`src/rtl/xfer_cnt_pkg.sv`:
```
package xfer_cnt_pkg;
  localparam int CNT_W   = 24;
  localparam int ADR_W   = 32;
  localparam int REG_AW  = 4;
  localparam int NFLAG   = 2;
  localparam int CNT_NB  = CNT_W / 8;
  localparam int ADR_NB  = ADR_W / 8;

  localparam logic [REG_AW-1:0] OFS_CNT0 = 4'h0;
  localparam logic [REG_AW-1:0] OFS_CTRL = 4'h3;
  localparam logic [REG_AW-1:0] OFS_ADR0 = 4'h4;
  localparam logic [REG_AW-1:0] OFS_STAT = 4'h8;
  localparam logic [REG_AW-1:0] OFS_MASK = 4'h9;

  localparam int FLG_DONE = 0;
  localparam int FLG_WRAP = 1;
  localparam int CTRL_CLR_BIT = 0;
endpackage

```
`src/rtl/xfer_step_cnt.sv`:
```
module xfer_step_cnt #(
  parameter int WIDTH = 24,
  parameter bit DOWN  = 1'b1,
  localparam int NB   = WIDTH / 8
) (
  input  logic             clk_i,
  input  logic             rst_ni,
  input  logic             clear_i,
  input  logic [NB-1:0]    byte_we_i,
  input  logic [7:0]       wdata_i,
  input  logic             step_i,
  output logic [WIDTH-1:0] value_o
);
  logic [WIDTH-1:0] value_q, loaded, stepped;

  generate
    if (DOWN) begin : g_down
      assign stepped = value_q - WIDTH'(1);
    end else begin : g_up
      assign stepped = value_q + WIDTH'(1);
    end
  endgenerate

  always_comb begin
    loaded = value_q;
    for (int b = 0; b < NB; b++) begin
      if (byte_we_i[b]) loaded[b*8 +: 8] = wdata_i;
    end
  end

  // clear > byte load > step
  always_ff @(posedge clk_i or negedge rst_ni) begin
    if (!rst_ni)            value_q <= '0;
    else if (clear_i)       value_q <= '0;
    else if (|byte_we_i)    value_q <= loaded;
    else if (step_i)        value_q <= stepped;
  end

  assign value_o = value_q;
endmodule

```
`src/rtl/xfer_flags.sv`:
```
module xfer_flags #(
  parameter int NFLAG = 2
) (
  input  logic             clk_i,
  input  logic             rst_ni,
  input  logic [NFLAG-1:0] set_i,
  input  logic [NFLAG-1:0] clr_i,
  input  logic             mask_we_i,
  input  logic [NFLAG-1:0] mask_d_i,
  output logic [NFLAG-1:0] flags_o,
  output logic [NFLAG-1:0] mask_o,
  output logic             irq_o
);
  logic [NFLAG-1:0] flags_q, mask_q;

  // set wins over write-one clear
  always_ff @(posedge clk_i or negedge rst_ni) begin
    if (!rst_ni) flags_q <= '0;
    else         flags_q <= (flags_q & ~clr_i) | set_i;
  end

  always_ff @(posedge clk_i or negedge rst_ni) begin
    if (!rst_ni)        mask_q <= '0;
    else if (mask_we_i) mask_q <= mask_d_i;
  end

  assign flags_o = flags_q;
  assign mask_o  = mask_q;
  assign irq_o   = |(flags_q & mask_q);
endmodule

```
`src/rtl/xfer_regif.sv`:
```
module xfer_regif
  import xfer_cnt_pkg::*;
(
  input  logic [REG_AW-1:0] addr_i,
  input  logic              we_i,
  input  logic [CNT_W-1:0]  cnt_i,
  input  logic [ADR_W-1:0]  adr_i,
  input  logic [NFLAG-1:0]  flags_i,
  input  logic [NFLAG-1:0]  mask_i,
  output logic [CNT_NB-1:0] cnt_we_o,
  output logic [ADR_NB-1:0] adr_we_o,
  output logic              ctrl_we_o,
  output logic              stat_we_o,
  output logic              mask_we_o,
  output logic [7:0]        rdata_o
);
  genvar b;
  generate
    for (b = 0; b < CNT_NB; b++) begin : g_cnt_dec
      assign cnt_we_o[b] = we_i && (addr_i == OFS_CNT0 + REG_AW'(b));
    end
    for (b = 0; b < ADR_NB; b++) begin : g_adr_dec
      assign adr_we_o[b] = we_i && (addr_i == OFS_ADR0 + REG_AW'(b));
    end
  endgenerate

  assign ctrl_we_o = we_i && (addr_i == OFS_CTRL);
  assign stat_we_o = we_i && (addr_i == OFS_STAT);
  assign mask_we_o = we_i && (addr_i == OFS_MASK);

  always_comb begin
    rdata_o = '0;
    for (int i = 0; i < CNT_NB; i++) begin
      if (addr_i == OFS_CNT0 + REG_AW'(i)) rdata_o = cnt_i[i*8 +: 8];
    end
    for (int i = 0; i < ADR_NB; i++) begin
      if (addr_i == OFS_ADR0 + REG_AW'(i)) rdata_o = adr_i[i*8 +: 8];
    end
    if (addr_i == OFS_STAT) rdata_o = 8'(flags_i);
    if (addr_i == OFS_MASK) rdata_o = 8'(mask_i);
  end
endmodule

```
`src/rtl/xfer_count_unit.sv`:
```
module xfer_count_unit
  import xfer_cnt_pkg::*;
(
  input  logic              clk_i,
  input  logic              rst_ni,
  input  logic [REG_AW-1:0] reg_addr_i,
  input  logic              reg_we_i,
  input  logic [7:0]        reg_wdata_i,
  output logic [7:0]        reg_rdata_o,
  input  logic              xfer_ok_i,
  output logic              irq_o
);
  logic [CNT_W-1:0]  cnt_q;
  logic [ADR_W-1:0]  adr_q;
  logic [NFLAG-1:0]  flags_q, mask_q, flag_set, flag_clr;
  logic [CNT_NB-1:0] cnt_we;
  logic [ADR_NB-1:0] adr_we;
  logic              ctrl_we, stat_we, mask_we, cnt_clr, cnt_step;

  xfer_regif u_regif (
    .addr_i    (reg_addr_i),
    .we_i      (reg_we_i),
    .cnt_i     (cnt_q),
    .adr_i     (adr_q),
    .flags_i   (flags_q),
    .mask_i    (mask_q),
    .cnt_we_o  (cnt_we),
    .adr_we_o  (adr_we),
    .ctrl_we_o (ctrl_we),
    .stat_we_o (stat_we),
    .mask_we_o (mask_we),
    .rdata_o   (reg_rdata_o)
  );

  assign cnt_clr  = ctrl_we && reg_wdata_i[CTRL_CLR_BIT];
  // step actually applied to the count
  assign cnt_step = xfer_ok_i && !cnt_clr && !(|cnt_we);

  xfer_step_cnt #(.WIDTH(CNT_W), .DOWN(1'b1)) u_cnt (
    .clk_i     (clk_i),
    .rst_ni    (rst_ni),
    .clear_i   (cnt_clr),
    .byte_we_i (cnt_we),
    .wdata_i   (reg_wdata_i),
    .step_i    (xfer_ok_i),
    .value_o   (cnt_q)
  );

  xfer_step_cnt #(.WIDTH(ADR_W), .DOWN(1'b0)) u_adr (
    .clk_i     (clk_i),
    .rst_ni    (rst_ni),
    .clear_i   (1'b0),
    .byte_we_i (adr_we),
    .wdata_i   (reg_wdata_i),
    .step_i    (xfer_ok_i),
    .value_o   (adr_q)
  );

  always_comb begin
    flag_set           = '0;
    flag_set[FLG_DONE] = cnt_step && (cnt_q == CNT_W'(1));
    flag_set[FLG_WRAP] = cnt_step && (cnt_q == '0);
  end

  assign flag_clr = stat_we ? reg_wdata_i[NFLAG-1:0] : '0;

  xfer_flags #(.NFLAG(NFLAG)) u_flags (
    .clk_i     (clk_i),
    .rst_ni    (rst_ni),
    .set_i     (flag_set),
    .clr_i     (flag_clr),
    .mask_we_i (mask_we),
    .mask_d_i  (reg_wdata_i[NFLAG-1:0]),
    .flags_o   (flags_q),
    .mask_o    (mask_q),
    .irq_o     (irq_o)
  );
endmodule

```
`config.mk`:
```
export PLATFORM = sky130hd
export DESIGN_NAME = xfer_count_unit
export DESIGN_NICKNAME = d
export VERILOG_FILES = /design/src/rtl/xfer_cnt_pkg.sv /design/src/rtl/xfer_step_cnt.sv /design/src/rtl/xfer_flags.sv /design/src/rtl/xfer_regif.sv /design/src/rtl/xfer_count_unit.sv
export SDC_FILE = /design/constraint.sdc
export NUM_CORES = 1
export LEC_CHECK = 0
export BUFFER_PORTS_ARGS = -buffer_cell sky130_fd_sc_hd__buf_2
export CAP_MARGIN = 40
export CORE_MARGIN = 2
export CORE_UTILIZATION = 50
export DETAILED_ROUTE_END_ITERATION = 10
export GPL_ROUTABILITY_DRIVEN = 0
export PLACE_DENSITY = 0.67
export SLEW_MARGIN = 15
export SYNTH_ARGS = -nofsm -noshare
export SYNTH_HDL_FRONTEND = slang
export SYNTH_SLANG_ARGS = --single-unit
```
`constraint.sdc`:
```
create_clock -name clk_i -period 6.55 [get_ports clk_i]
set_input_delay 0.655 -clock clk_i [delete_from_list [all_inputs] [get_ports clk_i]]
set_output_delay 0.655 -clock clk_i [all_outputs]
set_load 0.02 [all_outputs]
```
Word-level counts from Yosys, hierarchy flattened
Index checks and enable logic that the tools add are counted.
{ "totals": {"mem_bits_rw": 0, "latchBits": 0, "memories": 0, "reg_bits": 60, "mem_bits_ro": 0, "output_inout_bits": 9, "input_bits": 16, "elab_cells": 85} }
{ "op_classes": {"mul": 0, "shift": 0, "n_div": 0, "n_eq_ne": 17, "order_cmp": 0, "n_addsub": 2, "mux": 22, "n_reduce_logical": 31, "bitwise_logic": 4} }
{ "ops": {"columns": ["cell", "count"], "rows": [
  ["8-bit two-way mux", 16],
  ["24-bit two-way mux", 3],
  ["32-bit two-way mux", 2],
  ["32-bit by 1-bit adder with 32-bit output (second input constant)", 1],
  ["24-bit by 1-bit == test with 1-bit output (second input constant)", 1],
  ["24-bit zero test", 1],
  ["24-bit by 1-bit subtractor with 24-bit output (second input constant)", 1],
  ["4-bit by 3-bit == test with 1-bit output (second input constant)", 4],
  ["1-bit logical AND", 15],
  ["2-bit AND reduction", 7],
  ["3-bit != test (second input constant)", 3],
  ["4-bit by 2-bit == test with 1-bit output (second input constant)", 2],
  ["4-bit == test (second input constant)", 2],
  ["2-bit != test (second input constant)", 4],
  ["2-bit bitwise AND", 2],
  ["4-bit by 1-bit == test with 1-bit output (second input constant)", 1],
  ["4-bit zero test", 1],
  ["4-bit OR reduction", 1],
  ["3-bit nonzero test", 1],
  ["3-bit OR reduction", 1],
  ["1-bit zero test", 2],
  ["2-bit two-way mux", 1],
  ["2-bit NOT", 1],
  ["2-bit bitwise OR", 1],
  ["2 further kinds", 2]
]} }

Logic depth before layout (Yosys ltp)
Gate-level depths: netlist (run 1).
{ "logic_depth": {"depth_word": 10, "depth_mapped": 8, "ltp_nobuf": 6} }

Hierarchy
A second synthesis (run 1) with hierarchy kept.
{ "unflattened": {"hier_cells": 613, "area_unflattened_um2": 5028.6} }
{ "modules_own_cells": {"columns": ["module", "area_per_inst_um2", "cells_each", "instances"], "rows": [
  ["xfer_step_cnt (u_adr)", 2403.6, 281, 1],
  ["xfer_step_cnt (u_cnt)", 1640.3, 201, 1],
  ["xfer_regif", 713.2, 102, 1],
  ["xfer_flags", 161.4, 11, 1],
  ["xfer_count_unit", 110.1, 18, 1]
]} }

Worst setup path after synthesis (run 1)
OpenSTA, ideal clock, no wires.
{ "synth_path": {"path_type": "input-to-output", "startpoint": "input port reg_addr_i[0]", "endpoint": "output port reg_rdata_o[0]", "path_buffers": 3, "t_arrival_ns": 2.464, "cell_stages": 7, "required_time_ns": 5.895, "setup_slack_ns": 3.431, "cell_sequence": "clkbuf_1 > clkbuf_1 > buf_1 > nand2_1 > a211oi_1 > o21ai_0 > a31oi_1"} }
{ "synth_via": {"elab_chain_cells": 10} }
{ "synth_rtl": {"columns": ["item", "line_no", "text"], "rows": [
  ["start: declaration", "xfer_count_unit.sv:6", "input logic [REG_AW-1:0] reg_addr_i,"],
  ["4-bit zero test", "xfer_regif.sv:34", "if (addr_i == OFS_CNT0 + REG_AW'(i)) rdata_o = cnt_i[i*8 +: 8];"],
  ["8-bit two-way mux (3 in a row)", "xfer_regif.sv:34", null],
  ["8-bit two-way mux (4 in a row)", "xfer_regif.sv:37", "if (addr_i == OFS_ADR0 + REG_AW'(i)) rdata_o = adr_i[i*8 +: 8];"],
  ["8-bit two-way mux", "xfer_regif.sv:39", "if (addr_i == OFS_STAT) rdata_o = 8'(flags_i);"],
  ["8-bit two-way mux *", "xfer_regif.sv:40", "if (addr_i == OFS_MASK) rdata_o = 8'(mask_i);"],
  ["end: declaration", "xfer_count_unit.sv:9", "output logic [7:0] reg_rdata_o,"]
]} }
Every way passes the cells marked *; elsewhere a longest branch is shown, timed or not.

Final worst setup path (run 1)
{ "layout_path": {"startpoint": "input port reg_addr_i[1]", "endpoint": "output port reg_rdata_o[5]"} }
The elaborated chain is that of the path after synthesis.

==> out/results.txt, run 1 <==
synthesized net count - 589
mapped cell area - 4520 sq um
Reg2Reg Depth - 5
area leader, netlist - dfrtp_1
Relative slew margins - 48.4%
fin util - 55.5%
Worst-path clk slew - 0.08 ns
DR DRC count - 0
max-cap check violation count - 0
min cycle time layout - 3.02 ns
hold buffer count at cts - 0
GRT Overall Usage - 30.9%
Max rail drop VDD - 0.167 mV
Sum Neg Setup Slack - 0 ns
CTS resizes - 0
global-route wire length before repair - 24,000 um
fraction of layout cells with a size suffix above 1 - 12.5%
CTS tree - done
Max Fanout on Critical Path - 32
Layout Area Growth over Synthesis - 7.23%
Least-Margin Pin Slew - 0.767 ns
CP arrival - 2.37 ns
HPWL after DPL - 10,400 um
Worst EP required - 5.89 ns
commonest cells after routing, fill and taps aside - o21ai_0 (65), nand2_1 (63), dfrtp_1 (60)
Worst Hold Class - in2async
share of the synthesized area in the top cell type - 33.2%
final WL - 14,700 um
Longest Clk Path Bufs - 2
height of the die - 99.0 um
initial DRC count - 537
Final Hold Viols - 0
post-CTS setup buffer count - 0
Initial Util - 51.8%
Setup CP Type - in2out
global routing usage on met2 - 43.9%
R2R Setup Slk - 3.94 ns
Post-DRT Antenna Nets - 0
DR pass1 iterations - 5
commonest non-fill, non-tap cell in the layout - o21ai_0
GRT busiest layer - met1
dpl ws - 3.57 ns
Final Slew Violations - 0
Synth Flop Type - dfrtp_1
port bufs - 24
Num CTS Buffers - 9
setup repair after global routing missed its margin - false
synth unique cells - 64
largest net degree at the start of global routing - 61
core area - 8720 sq um
most area-consuming cells after synthesis - dfrtp_1 (33%), o21ai_0 (7.2%), a21oi_1 (5.7%)
Pleak - 1.87 nW
Post-synth EDFFs - 0
Layout Nets - 593
row count - 34
Synth Area per Inst - 7.94 sq um
Ports - 25
FFs w/ async S/R, synth - 100%
flops & latches, synth - 60
R2R Path End - u_cnt.value_o[21]
Placed Area - 4650 sq um
Finished Cell Area - 4840 sq um
critical path endpoint category - output pin
endpoints failing setup - 0
WHS - 0.275 ns
# diodes - 0
vias - 4,776
htree depth - 3
post-synthesis sequential area ratio - 33.2%
Startpoint Class - input port
vias in the first global route - 4,447
routing usage on met3 - 6.52%
clk root buf - clkbuf_8
grt total ovfl - 0
yosys warns - 0
worst-skew pair later-pin latency - 0.36 ns
number of clock sinks - 60
status - finished clean
vias per cell - 6.98
met1 Use GR - 45.9%
f_max - 331 MHz
Die ar. - 9810 sq um
fin worst setup slack - 3.53 ns
Mapped Cells - 569
Die X - 99.0 um
initial antenna violation count - 0
clk_skew - 0.0177 ns
routed len/inst - 21.5 um
RR Startpoint - u_cnt.value_o[6]
period utilization - 46.1%
PD cells - 305 nW/um^2
## metal layers
| metal | wire length [um] | vias to the layer above |
|---|---|---|
| met1 | 6420 | 2268 |
| li1 | - | 2178 |
| met5 | 0 | - |
| met2 | 6270 | 291 |
| met3 | 1630 | 39 |
| met4 | 384 | 0 |
## how the worst max path moves through the flow
stage / start / endpoint / slack (ns) / cells after the start
2_1_floorplan: reg_addr_i[0] / reg_rdata_o[0] / 3.43 / 7
3_3_place_gp: reg_addr_i[0] / reg_rdata_o[1] / 3.67 / 5
3_5_place_dp: reg_addr_i[1] / reg_rdata_o[5] / 3.57 / 7
4_1_cts: reg_addr_i[1] / reg_rdata_o[5] / 3.56 / 7
5_1_grt: reg_addr_i[1] / reg_rdata_o[5] / 3.34 / 7
6_report: reg_addr_i[1] / reg_rdata_o[5] / 3.53 / 7
## sequential cells by signal, summed over array words and instances (netlist names)
| signal | count |
|---|---|
| u_cnt.value_o | 24 |
| u_flags.mask_o | 2 |
| u_adr.value_o | 32 |
| u_flags.flags_o | 2 |
## logic make-up after synthesis
| logic type | share of synthesized area (%) |
|---|---|
| and+or+nand+nor | 24.3 |
| AOI/OAI and AO/OA | 30.9 |
| xor gates and xnor gates | 0.194 |
| muxes | 5.62 |
| buffers and inverters | 4.65 |
| DFF | 33.2 |
| adders and majority gates | 1.11 |
## synth_stat cells, types with 5 or more instances
master     instances
clkbuf_1          29
a21oi_1           51
nand4_1            9
a31oi_1            9
o22a_1            10
o21ai_0           65
a2bb2oi_1          5
nor3b_1            5
a211oi_1           5
inv_1              9
o21a_1             5
a22o_1             9
nor3_1            22
o221ai_1           7
mux2_2             9
o22ai_1           10
mux2i_1           13
a22oi_1            6
nand2_1           63
and2_1             6
nand3_1           18
or3_1              5
o2bb2ai_1          6
dfrtp_1           60
nor4_1            10
buf_1              6
nor2_1            42
## power breakdown
part	switching [W]	leakage, nW	internal [W]
Clock	0.000160	0.0941	0.000163
Sequential	0.000186	0.718	0.000479
Combinational	0.000287	1.06	0.000203
Total	0.000633	1.87	0.000845
## area by class of cell
| type | instances | area [sq um] |
|---|---|---|
| clock buffer | 12 | 165 |
| clock inverter | 2 | 10.0 |
| fill | 819 | 3880 |
| inverter | 9 | 33.8 |
| multi-input combinational | 461 | 2810 |
| sequential | 60 | 1500 |
| tap | 108 | 135 |
| timing repair buffer | 32 | 193 |
## worst max-delay path, stage by stage
cell and delay [ns]:
buf_2 0.41, nor2b_1 0.59, nand2_1 0.10, o21ai_0 0.11, nand2_1 0.08, a21oi_1 0.21, buf_2 0.20
## through the flow
| step | total power (W) | std cells |
|---|---|---|
| 6_report | 0.00148 | 684 |
| 3_5_place_dp | 0.00113 | 669 |
| 2_1_floorplan | 0.000957 | 569 |
| 3_3_place_gp | 0.00113 | 668 |
| 5_1_grt | 0.00156 | 684 |
| 4_1_cts | 0.00146 | 683 |
No activity file was read; power rests on OpenSTA's default activity.
==> run 2, diff against run 1 <==
- ABC_AREA: default -> 1
- clock period: 6.55 -> 2.9 ns (I/O delays scaled with it)
==> run 2 against run 1 <==
  * Clock skew increased by 0.00099 ns
  * Via count rose by 18%
  * Register-to-register slack lost 3.1 ns
  * Sequential share of layout area fell by 3.9 points
  * Combinational power grew to 3.2 times the previous value
  * First-iteration DRC count down 17%
  * Final cell count grew 47%
  * Sequential cell count stayed put
  * Setup slack worse by 2.7 ns
  * Count of clock-buffer cells in the layout unchanged
  * Critical path depth rose by 2
  * Sequential power up 130%
==> out/results.txt, run 2 <==
clock power share - 23.1% (+1.2 points)
routed len/inst - 15.9 um (-26%)
RR Startpoint - u_adr.value_o[0]
final WL - 16,000 um (+8.8%)
fraction of layout cells with a size suffix above 1 - 8.57% (-3.9 points)
synth unique cells - 38 (-41%)
max-cap check violation count - 0 (unchanged)
min cycle time layout - 2.10 ns
internal power - 0.00217 W (+160%)
initial DRC count - 445 (-17%)
Final Slew Violations - 0 (unchanged)
mapped cell area - 5090 sq um (+13%)
Placed Area - 5300 sq um (+14%)
Die ar. - 11,000 sq um (+12%)
Longest Clk Path Bufs - 2 (unchanged)
Worst EP required - 3.18 ns (-2.71 ns)
Synth Area per Inst - 6.02 sq um (-24%)
PD cells - 718 nW/um^2 (+140%)
Die X - 105 um (+5.9%)
count leader, synth - nand2_1
HPWL after DPL - 12,000 um (+16%)
endpoints failing setup - 0 (unchanged)
FFs w/ async S/R, synth - 100% (unchanged)
share of the synthesized area in the top cell type - 29.5% (-3.7 points)
post-synthesis sequential area ratio - 29.5% (-3.7 points)
row count - 36 (+5.9%)
vias in the first global route - 5,344 (+20%)
crit path launch - u_adr.value_o[0]
worst-skew pair later-pin latency - 0.36 ns (about the same)
initial antenna violation count - 0 (unchanged)
height of the die - 105 um (+5.9%)
CP arrival - 2.38 ns (about the same)
clk root buf - clkbuf_8
Mapped Cells - 845 (+49%)
CTS tree - done
Startpoint Class - flip-flop
Crit-path slowest cell - dfrtp_1
Final Hold Viols - 0 (unchanged)
Ports - 25 (unchanged)
combinational share of power - 38.9% (+5.7 points)
Sum Neg Setup Slack - 0 ns (unchanged)
switching share of power - 45.5% (+2.7 points)
Pleak - 2.96 nW (+58%)
Num CTS Buffers - 9 (unchanged)
worst path bufs/invs - 0 (-2)
core area - 9820 sq um (+13%)
status - finished clean
Worst Hold Class - in2reg
fill count - 1,047 (+28%)
most frequent cell on the critical path - nand2_1
port bufs - 24 (unchanged)
DR DRC count - 0 (unchanged)
Setup CP Type - reg2reg
largest net degree at the start of global routing - 54 (-11%)
GRT Overall Usage - 30.5% (-0.37 points)
period utilization - 72.5%
synthesized net count - 865 (+47%)
Post-synth EDFFs - 0 (unchanged)
area leader, netlist - dfrtp_1
Relative slew margins - 50.1% (+1.6 points)
Net Switching - 0.00181 W (+190%)
min-delay src - reg_wdata_i[7]
fin cells - 1,008 (+47%)
most area-consuming cells after synthesis - dfrtp_1 (30%), nand2_1 (21%), nor2_1 (13%)
critical path endpoint category - flip-flop
Synth Flop Type - dfrtp_1
Post-DRT Antenna Nets - 0 (unchanged)
Least-Margin Pin Slew - 0.749 ns (-0.0175 ns)
vias - 5,614 (+18%)
Initial Util - 51.8% (about the same)
flops & latches, synth - 60 (unchanged)
clk_skew - 0.0187 ns (+0.000993 ns)
global-route wire length before repair - 26,500 um (+11%)
max reg flops - 32 (unchanged)
vias per cell - 5.57 (-20%)
Max Fanout on Critical Path - 8 (-75%)
Seq pwr share - 38.0% (-7.0 points)
Layout Nets - 890 (+50%)
top cells by count, synth - nand2_1 (289), nor2_1 (170), inv_1 (89)
Register Area - 1500 sq um (unchanged)
area of the multi-input gates - 3120 sq um (+11%)
grt total ovfl - 0 (unchanged)
commonest non-fill, non-tap cell in the layout - nand2_1
Finished Cell Area - 5550 sq um (+15%)
DR pass1 iterations - 5 (unchanged)
worst stage delay on the critical path - 0.47 ns (-0.12 ns)
f_max - 476 MHz
crit-path leading delay family - simple AND/OR/NAND/NOR gates
commonest cells after routing, fill and taps aside - nand2_1 (289), nor2_1 (170), inv_1 (89)
htree depth - 3 (unchanged)
number of clock sinks - 60 (unchanged)
# diodes - 0 (unchanged)
CP Cell Sequence - ha_1 -> nand2_1 -> nor2_1 -> nand2_1 -> nor2_1 -> nand3_1 -> nand2_1 -> nand2_1 -> a21oi_1
Layout Area Growth over Synthesis - 9.02%
Max rail drop VDD - 0.316 mV (+89%)
yosys warns - 0 (unchanged)
setup repair after global routing missed its margin - false
Placed Instances - 991 (+48%)
Worst-path clk slew - 0.08 ns (about the same)
## run 2: cell count changes in the layout (fill, tap and decap cells not counted), moves of 18 or more
cell,previous run,this run
nor3_1,22,4
nand3_1,18,52
o21ai_0,65,35
nand2_1,63,289
nor2_1,42,170
a21oi_1,51,32
inv_1,9,89
## run 2: through the flow
step / hold WS (ns) / worst slack [ns] / utilization (%) / power, W
global route: 0.269 / 0.610 / 56.5 / 0.00430
global placement: 0.137 / 0.881 / 53.8 / 0.00299
floorplan: -0.00559 / 1.23 / - / 0.00255
finish: 0.262 / 0.797 / 56.5 / 0.00398
detailed placement: 0.139 / 0.851 / 54.0 / 0.00303
CTS: 0.255 / 0.835 / 56.5 / 0.00395
## run 2: logic make-up after synthesis
family                   count (synthesis)  share of synthesized area (%)
XOR/XNOR                                12                           2.07
flip-flops                              60                           29.5
adder cells (fa/ha/maj)                  4                          0.984
buffers and inverters                  109                           9.25
AND/OR/NAND/NOR                        566                           47.8
AO/OA/AOI/OAI                           94                           10.4
## run 2: worst paths after layout
kind	endpoint	slack, ns	cells past startpoint
worst max-delay path	u_adr.value_o[26]	0.80	9
worst min-delay path	u_adr.value_o[7]	0.26	3
worst max register to register	u_adr.value_o[26]	0.80	9
worst min register to register	u_flags.flags_o[0]	0.55	2
max in group asynchronous	u_adr.value_o[28]	1.61	3
min in group asynchronous	u_adr.value_o[25]	0.29	2
## run 2: metal layers
layer / GRT usage, % / up-vias / part of all wire [%]
met3: 4.49 / 54 / 8.6
met5: 0 / - / 0
met2: 51.5 / 267 / 47
li1: - / 2719 / -
met1: 38.5 / 2574 / 40
met4: 13.6 / 0 / 4.1
## run 2: repair_timing
item,in CTS,in global routing
resized for setup,0,0
hold buffers,1,0
setup buffers,0,0
endpoints found under the hold margin,7,0
## run 2: power by group through the flow
stage / clock network (W) / logic, W / registers [W]
final: 0.000921 / 0.00155 / 0.00151
after global routing: 0.000968 / 0.00178 / 0.00155
after CTS: 0.000925 / 0.00153 / 0.00149
after detailed placement: 0 / 0.00152 / 0.00150
after global placement: 0 / 0.00149 / 0.00149
after floorplan: 0 / 0.00119 / 0.00136
## run 2: final cells by class
type                       count  area share (%)
multi-input combinational    676            56.2
sequential                    60            27.1
inverter                      92            6.22
timing repair buffer          31            3.29
tap                          133            3.00
clock buffer                  12            2.98
clock inverter                 4            1.26
## run 2: worst register-to-register path, cell delays in order, from the launching register on
cell and delay, ns:
dfrtp_1 0.47, ha_1 0.29, nand2_1 0.11, nor2_1 0.33, nand2_1 0.23, nor2_1 0.25, nand3_1 0.10, nand2_1 0.07
nand2_1 0.05, a21oi_1 0.13
